==> config.mk <==
export PLATFORM = sky130hd
export DESIGN_NAME = dec_addsub
export DESIGN_NICKNAME = d
export VERILOG_FILES = /design/src/rtl/dec_pkg.sv /design/src/rtl/dec_digit_add.sv /design/src/rtl/dec_byte_add.sv /design/src/rtl/dec_operand_check.sv /design/src/rtl/dec_addsub.sv
export SDC_FILE = /design/constraint.sdc
export NUM_CORES = 1
export LEC_CHECK = 0
export ABC_AREA = 1
export BUFFER_PORTS_ARGS = -buffer_cell sky130_fd_sc_hd__buf_2
export CORE_MARGIN = 8
export CORE_UTILIZATION = 40
export CTS_BUF_LIST = sky130_fd_sc_hd__clkbuf_8
export DETAILED_ROUTE_END_ITERATION = 16
export GPL_TIMING_DRIVEN = 0
export MAX_ROUTING_LAYER = met4
export PLACE_DENSITY = 0.62
export SLEW_MARGIN = 20
export SYNTH_ARGS = -nofsm -noshare
export SYNTH_HDL_FRONTEND = slang
export SYNTH_SLANG_ARGS = --single-unit
==> constraint.sdc <==
create_clock -name clk -period 5.8 [get_ports clk]
set_input_delay 0.29 -clock clk [delete_from_list [all_inputs] [get_ports clk]]
set_output_delay 0.29 -clock clk [all_outputs]
set_load 0.01 [all_outputs]
==> src/rtl/dec_pkg.sv <==
// Shared constants and types for the packed decimal add/subtract unit.
// Assumes one byte carries two BCD digits, with the sign in the low nibble of byte 0.
package dec_pkg;
    localparam logic [3:0] SIGN_POS = 4'hC;
    localparam logic [3:0] SIGN_NEG = 4'hD;

    typedef enum logic [2:0] {
        ST_IDLE,
        ST_CHECK,
        ST_SUM,
        ST_FIX,
        ST_FINISH
    } dec_state_e;

    // True for the two sign codes that denote a negative value.
    function automatic logic sign_is_neg(input logic [3:0] code);
        return (code == 4'hB) || (code == 4'hD);
    endfunction
endpackage

==> src/rtl/dec_digit_add.sv <==
// One BCD digit adder: x + y + cin with a decimal carry.
// Assumes x and y are each in 0..9, so the raw sum never exceeds 19.
module dec_digit_add (
    input  logic [3:0] x,
    input  logic [3:0] y,
    input  logic       cin,
    output logic [3:0] d,
    output logic       cout
);
    logic [4:0] raw;
    logic [4:0] adj;

    // Binary sum, then a decimal correction when it passes nine.
    always_comb begin
        raw  = {1'b0, x} + {1'b0, y} + {4'd0, cin};
        adj  = raw - 5'd10;
        cout = (raw > 5'd9);
        d    = cout ? adj[3:0] : raw[3:0];
    end
endmodule

==> src/rtl/dec_byte_add.sv <==
// Adds one packed byte (two digits), optionally taking the nines complement of y.
// When skip_lo is set, the low nibble is a sign. The carry then bypasses it, and the low result nibble is zero.
module dec_byte_add (
    input  logic [7:0] x_byte,
    input  logic [7:0] y_byte,
    input  logic       inv_y,
    input  logic       skip_lo,
    input  logic       cin,
    output logic [7:0] s_byte,
    output logic       cout
);
    logic [3:0] y_lo, y_hi, d_lo, d_hi;
    logic       c_lo, c_mid;

    // Select the plain or nines-complemented second digit pair.
    always_comb begin
        y_lo = inv_y ? (4'd9 - y_byte[3:0]) : y_byte[3:0];
        y_hi = inv_y ? (4'd9 - y_byte[7:4]) : y_byte[7:4];
    end

    dec_digit_add u_lo (.x(x_byte[3:0]), .y(y_lo), .cin(cin),   .d(d_lo), .cout(c_lo));
    dec_digit_add u_hi (.x(x_byte[7:4]), .y(y_hi), .cin(c_mid), .d(d_hi), .cout(cout));

    // Route the carry around a sign nibble and assemble the sum byte.
    always_comb begin
        c_mid  = skip_lo ? cin : c_lo;
        s_byte = {d_hi, skip_lo ? 4'h0 : d_lo};
    end
endmodule

==> src/rtl/dec_operand_check.sv <==
// Validity check and sign decode for one packed operand.
// Only nibbles inside the operand's length are examined; nibble 0 is the sign.
module dec_operand_check #(
    parameter int MAX_BYTES = 16,
    localparam int LEN_W    = $clog2(MAX_BYTES),
    localparam int DATA_W   = MAX_BYTES * 8
) (
    input  logic [DATA_W-1:0] bytes_in,
    input  logic [LEN_W-1:0]  len_m1,
    output logic              bad,
    output logic              neg
);
    localparam int NIBS = 2 * MAX_BYTES;
    logic [NIBS-1:0] bad_vec;

    for (genvar n = 0; n < NIBS; n++) begin : g_nib
        localparam logic [LEN_W-1:0] BYTE_IX = LEN_W'(n / 2);
        if (n == 0) begin : g_sign
            // A sign code must lie in A..F.
            assign bad_vec[n] = (bytes_in[3:0] < 4'hA);
        end else begin : g_digit
            // A digit inside the length must lie in 0..9.
            assign bad_vec[n] = (BYTE_IX <= len_m1) && (bytes_in[n*4 +: 4] > 4'd9);
        end
    end

    assign bad = |bad_vec;
    assign neg = dec_pkg::sign_is_neg(bytes_in[3:0]);
endmodule

==> src/rtl/dec_addsub.sv <==
// Byte-serial signed packed decimal add/subtract; the result takes the first operand's length.
// Assumes start is a single-cycle strobe; it is ignored unless the unit is idle.
module dec_addsub #(
    parameter int MAX_BYTES = 16,
    localparam int LEN_W    = $clog2(MAX_BYTES),
    localparam int DATA_W   = MAX_BYTES * 8
) (
    input  logic              clk,
    input  logic              rst_n,
    input  logic              start,
    input  logic              sub_op,
    input  logic [DATA_W-1:0] opa_bytes,
    input  logic [LEN_W-1:0]  opa_len_m1,
    input  logic [DATA_W-1:0] opb_bytes,
    input  logic [LEN_W-1:0]  opb_len_m1,
    output logic [DATA_W-1:0] res_bytes,
    output logic              done,
    output logic              data_exc,
    output logic              dec_ovf
);
    import dec_pkg::*;

    dec_state_e        st;
    logic [DATA_W-1:0] a_q, b_q, acc;
    logic [LEN_W-1:0]  la_q, lb_q, idx;
    logic              sub_q, neg_a_q, diff_q, carry_q, fixed_q, exc_q;

    logic [DATA_W-1:0] a_pad, b_pad, res_next;
    logic [LEN_W-1:0]  n_last;
    logic              bad_a, bad_b, neg_a, neg_b, eff_diff;
    logic [7:0]        add_x, add_y, add_s;
    logic              add_inv, add_cout, fix_phase;
    logic              beyond_nz, kept_zero, res_neg, ovf_next;

    dec_operand_check #(.MAX_BYTES(MAX_BYTES)) u_chk_a (
        .bytes_in(a_q), .len_m1(la_q), .bad(bad_a), .neg(neg_a));
    dec_operand_check #(.MAX_BYTES(MAX_BYTES)) u_chk_b (
        .bytes_in(b_q), .len_m1(lb_q), .bad(bad_b), .neg(neg_b));

    // Zero the bytes beyond each operand's length and find the last byte to process.
    always_comb begin
        for (int k = 0; k < MAX_BYTES; k++) begin
            a_pad[k*8 +: 8] = (k <= int'(la_q)) ? a_q[k*8 +: 8] : 8'h00;
            b_pad[k*8 +: 8] = (k <= int'(lb_q)) ? b_q[k*8 +: 8] : 8'h00;
        end
        n_last   = (la_q > lb_q) ? la_q : lb_q;
        eff_diff = neg_a ^ neg_b ^ sub_q;
    end

    // Adder operands: magnitude pass, or re-complement pass over the accumulator.
    always_comb begin
        fix_phase = (st == ST_FIX);
        add_x     = fix_phase ? 8'h00 : a_pad[int'(idx)*8 +: 8];
        add_y     = fix_phase ? acc[int'(idx)*8 +: 8] : b_pad[int'(idx)*8 +: 8];
        add_inv   = fix_phase | diff_q;
    end

    dec_byte_add u_add (
        .x_byte(add_x), .y_byte(add_y), .inv_y(add_inv),
        .skip_lo(idx == '0), .cin(carry_q),
        .s_byte(add_s), .cout(add_cout));

    // Truncate to the first length, decide overflow and choose the result sign.
    always_comb begin
        beyond_nz = 1'b0;
        res_next  = '0;
        for (int k = 0; k < MAX_BYTES; k++) begin
            if (k <= int'(la_q)) res_next[k*8 +: 8] = acc[k*8 +: 8];
            else if (acc[k*8 +: 8] != 8'h00) beyond_nz = 1'b1;
        end
        res_next[3:0] = 4'h0;
        kept_zero     = (res_next == '0);
        res_neg       = fixed_q ? ~neg_a_q : neg_a_q;
        res_next[3:0] = (kept_zero || !res_neg) ? SIGN_POS : SIGN_NEG;
        ovf_next      = beyond_nz | (~diff_q & carry_q);
    end

    // Sequencer: latch, check, serial sum, optional re-complement, publish.
    always_ff @(posedge clk) begin
        if (!rst_n) begin
            st        <= ST_IDLE;
            a_q       <= '0;
            b_q       <= '0;
            acc       <= '0;
            la_q      <= '0;
            lb_q      <= '0;
            idx       <= '0;
            sub_q     <= 1'b0;
            neg_a_q   <= 1'b0;
            diff_q    <= 1'b0;
            carry_q   <= 1'b0;
            fixed_q   <= 1'b0;
            exc_q     <= 1'b0;
            res_bytes <= '0;
            done      <= 1'b0;
            data_exc  <= 1'b0;
            dec_ovf   <= 1'b0;
        end else begin
            done <= 1'b0;
            unique case (st)
                ST_IDLE: begin
                    if (start) begin
                        a_q     <= opa_bytes;
                        b_q     <= opb_bytes;
                        la_q    <= opa_len_m1;
                        lb_q    <= opb_len_m1;
                        sub_q   <= sub_op;
                        acc     <= '0;
                        exc_q   <= 1'b0;
                        fixed_q <= 1'b0;
                        st      <= ST_CHECK;
                    end
                end
                ST_CHECK: begin
                    neg_a_q <= neg_a;
                    diff_q  <= eff_diff;
                    carry_q <= eff_diff;
                    idx     <= '0;
                    if (bad_a || bad_b) begin
                        exc_q <= 1'b1;
                        st    <= ST_FINISH;
                    end else begin
                        st    <= ST_SUM;
                    end
                end
                ST_SUM: begin
                    acc[int'(idx)*8 +: 8] <= add_s;
                    carry_q               <= add_cout;
                    idx                   <= idx + 1'b1;
                    if (idx == n_last) begin
                        if (diff_q && !add_cout) begin
                            idx     <= '0;
                            carry_q <= 1'b1;
                            fixed_q <= 1'b1;
                            st      <= ST_FIX;
                        end else begin
                            st      <= ST_FINISH;
                        end
                    end
                end
                ST_FIX: begin
                    acc[int'(idx)*8 +: 8] <= add_s;
                    carry_q               <= add_cout;
                    idx                   <= idx + 1'b1;
                    if (idx == n_last) st <= ST_FINISH;
                end
                ST_FINISH: begin
                    done     <= 1'b1;
                    data_exc <= exc_q;
                    dec_ovf  <= exc_q ? 1'b0 : ovf_next;
                    res_bytes <= exc_q ? '0 : res_next;
                    st       <= ST_IDLE;
                end
                default: st <= ST_IDLE;
            endcase
        end
    end
endmodule

==> impl_metrics.py <==
metrics = {
    "outcome": {
        "status": "finished, violations left",
        "violations": "setup timing",
    },
    "placement": {
        "gp_congestion": 1.07,
        "place_hpwl_um": 116000,
        "dp_cells": 4916,
        "place_ws_ns": -2.44,
        "portBuffers": 397,
    },
    "die": {
        "ioPinCount": 399,
        "row_count": 93,
        "start_util_pct": 40.2,
        "fp.coreArea_um2": 64100,
        "die_x_um": 270,
        "die_h_um": 270,
        "die_area_um2": 72800,
    },
    "clock_tree": {
        "cts_made_buffers": 90,
        "cts.sinks": 534,
        "path_clk_slew_ns": 0.07,
        "cts_root_buf": "clkbuf_8",
        "cts_tree": "yes",
        "worstSkewPairLatency_ns": 0.73,
        "cts_max_path_buffers": 3,
        "h-tree-depth": 3,
    },
    "critical_path": {
        "critPathTopFamily": "compound AO/OA/AOI/OAI gates",
        "critPathLaunchType": "register",
        "critPathMaxFanout": 10,
        "cpPeakStageDelay_ns": 0.64,
        "crit_slowest_cell": "o21ai_0",
        "cp.arrival_ns": 6.58,
        "timing_worst_setup_path_type": "register to register",
        "path_buf_inv": 7,
        "worst_setup_path_end_kind": "register",
        "worstPathRequired_ns": 6.43,
    },
    "synth": {
        "synth_enable_flop_cells": 0,
        "syn_area_um2": 25800,
        "synthTopCellsByArea": "dfxtp_1 (42%), nand2_1 (12%), a21oi_1 (9.4%), o21ai_0 (5.8%), nand3_1 (5.4%)",
        "synthFlopType": "dfxtp_1",
        "async_reset_ff_share_pct": 0,
        "ys_seq_area_share_pct": 41.5,
        "postSynthAreaPerCell_um2": 7.03,
        "yosys_warnings": 0,
        "syn_nets": 3956,
        "synth_top_area_share_pct": 41.5,
        "synth_cell_types": 57,
        "ys_ff_latch": 534,
        "synth_largest_area_cell": "dfxtp_1",
        "syn-instance-count": 3664,
    },
    "timing": {
        "fin_ws_ns": -0.148,
        "slew_headroom_pct": 19.9,
        "period_needed_ns": 5.95,
        "worst_pin_slew_ns": 1.19,
        "finClkSkew_ns": 0.0459,
        "fin_crit_sh_pct": 103,
        "fmax_ghz": 0.168,
        "drv_slew": 0,
        "hold_viol": 0,
        "setup_violations": 39,
    },
    "final_layout": {
        "final_common_cell": "nand2_1",
        "nets": 4750,
        "finalNonFillerCells": 5398,
        "layout_common_cells": "nand2_1 (775), dfxtp_1 (522), a21oi_1 (477)",
        "drive_above_1_share_pct": 18.9,
        "syn_to_final_growth_pct": 34.9,
    },
    "power_and_ir_drop": {
        "p_per_area_nw_per_um2": 282,
        "p_total_uw": 9790,
        "vdd_drop_max_mv": 0.166,
        "p_leak_uw": 0.0140,
    },
    "global_route": {
        "grt_pass1_vias": 30633,
        "track_usage_pct": 41.2,
        "grt_first_pass_wirelength_um": 214000,
        "gr-total-overflow": 0,
        "grt_max_degree": 14,
        "antenna_found_initial": 11,
    },
    "detailed_routing": {
        "ant_nets": 0,
        "drc_errors": 0,
        "drt-initial-drc-count": 4256,
        "vias_per_cell": 5.97,
        "wl_um": 155000,
        "wire_per_inst_um": 28.7,
        "firstDrtPassIters": 6,
        "num_vias": 32208,
    },
    "min_path": {
        "worstHoldPathType": "input pin to register",
    },
    "job": {
        "cap_violations": 0,
    },
}
report_power, final:
part           switching (uW)  internal (uW)
Clock                    1660           1990
Combinational            1450            709
Sequential                132           3850
Yosys cell counts, types with 2 or more instances:
cell       instances
nand2_1          798
dfxtp_1          534
a21oi_1          482
inv_1            302
o21ai_0          298
nand3_1          278
nor2_1           247
clkbuf_1         154
buf_2             56
a22oi_1           52
o211ai_1          52
a32oi_1           50
nand4_1           50
nor3_1            43
nor2_2            36
a31oi_1           30
ha_1              20
buf_1             17
o2111ai_1         17
nor2_4            15
o22ai_1           15
inv_2             14
o311ai_0          11
o21ai_1            9
xor2_1             8
buf_4              7
nand2_2            7
nor4_1             7
o221ai_1           7
a211oi_1           4
buf_6              4
fa_1               4
a311oi_1           3
nor3_2             3
o31ai_1            3
o32ai_1            3
xnor2_1            3
or2_2              2
state kept, by name, indices dropped and copies added, names as in the netlist, 3 cells and up:
signal / cells
idx: 4
res_bytes: 126
acc: 128
a_q: 128
b_q: 128
lb_q: 4
la_q: 4
st: 3
layer usage:
layer | GRT usage (%) | part of all wire [%] | vias up
met5 | - | 0 | -
li1 | - | - | 14094
met2 | 63.7 | 44 | 2134
met4 | 23.8 | 7.3 | 0
met3 | 9.01 | 10 | 584
met1 | 49.2 | 38 | 15396
worst min-delay path: cells and delay by family:
kind	cells	cell delay, ns
buffers and inverters	1	0.07
AO/OA/AOI/OAI	2	0.33
area by class of cell:
class                   instances  area [um2]
clock buffers                 117        1610
diodes                         17        42.5
plain buffers                 238        1390
well taps                     855        1070
inverters                     318        1250
repair buffers                702        5000
multi-input cells            2574       13300
clock inverters                43         323
flip-flops and latches        534       10700
fillers                      6269       29400
logic make-up (layout without fill, tap and decap cells):
logic type	Yosys count	after routing	share of synthesized area (%)
AND/OR/NAND/NOR	1489	1489	24.9
XOR/XNOR	13	13	0.544
buffers and inverters	556	1418	8.60
AO/OA/AOI/OAI	1047	1047	23.2
other	1	18	0.0146
flip-flops	534	534	41.5
adder cells (fa/ha/maj)	24	24	1.28
worst paths after layout:
path,from,end,slack [ns],depth (start not counted)
max,idx[0]$_SDFFE_PN0P_,acc[46]$_SDFFE_PN0P_,-0.15,29
min,opa_len_m1[0],la_q[0]$_SDFFE_PN0P_,0.03,3
max reg2reg,idx[0]$_SDFFE_PN0P_,acc[46]$_SDFFE_PN0P_,-0.15,29
min reg2reg,acc[0]$_SDFFE_PN0P_,acc[0]$_SDFFE_PN0P_,0.45,2
through the flow:
stage | area (um2) | utilization [%] | setup TNS [ns] | hold WS [ns]
CTS | 34200 | 53.3 | -0.0000475 | 0.00295
detailed placement | 28800 | 45.0 | -144.52 | 0.437
global route | 34700 | 54.2 | -6.25 | 0.0244
global placement | 28800 | 44.9 | -135.58 | 0.436
floorplan | 25800 | - | 0 | 0.419
finish | 34700 | 54.2 | -2.43 | 0.0265
timing repair:
action,in CTS,in global routing
buffers inserted,22,20
gates cloned,1,0
hold buffers,262,0
hold endpoints to repair,262,0
setup endpoints to repair,118,55
resized for setup,212,118
pin swaps,18,18
Power figures use the tool's default switching activity.
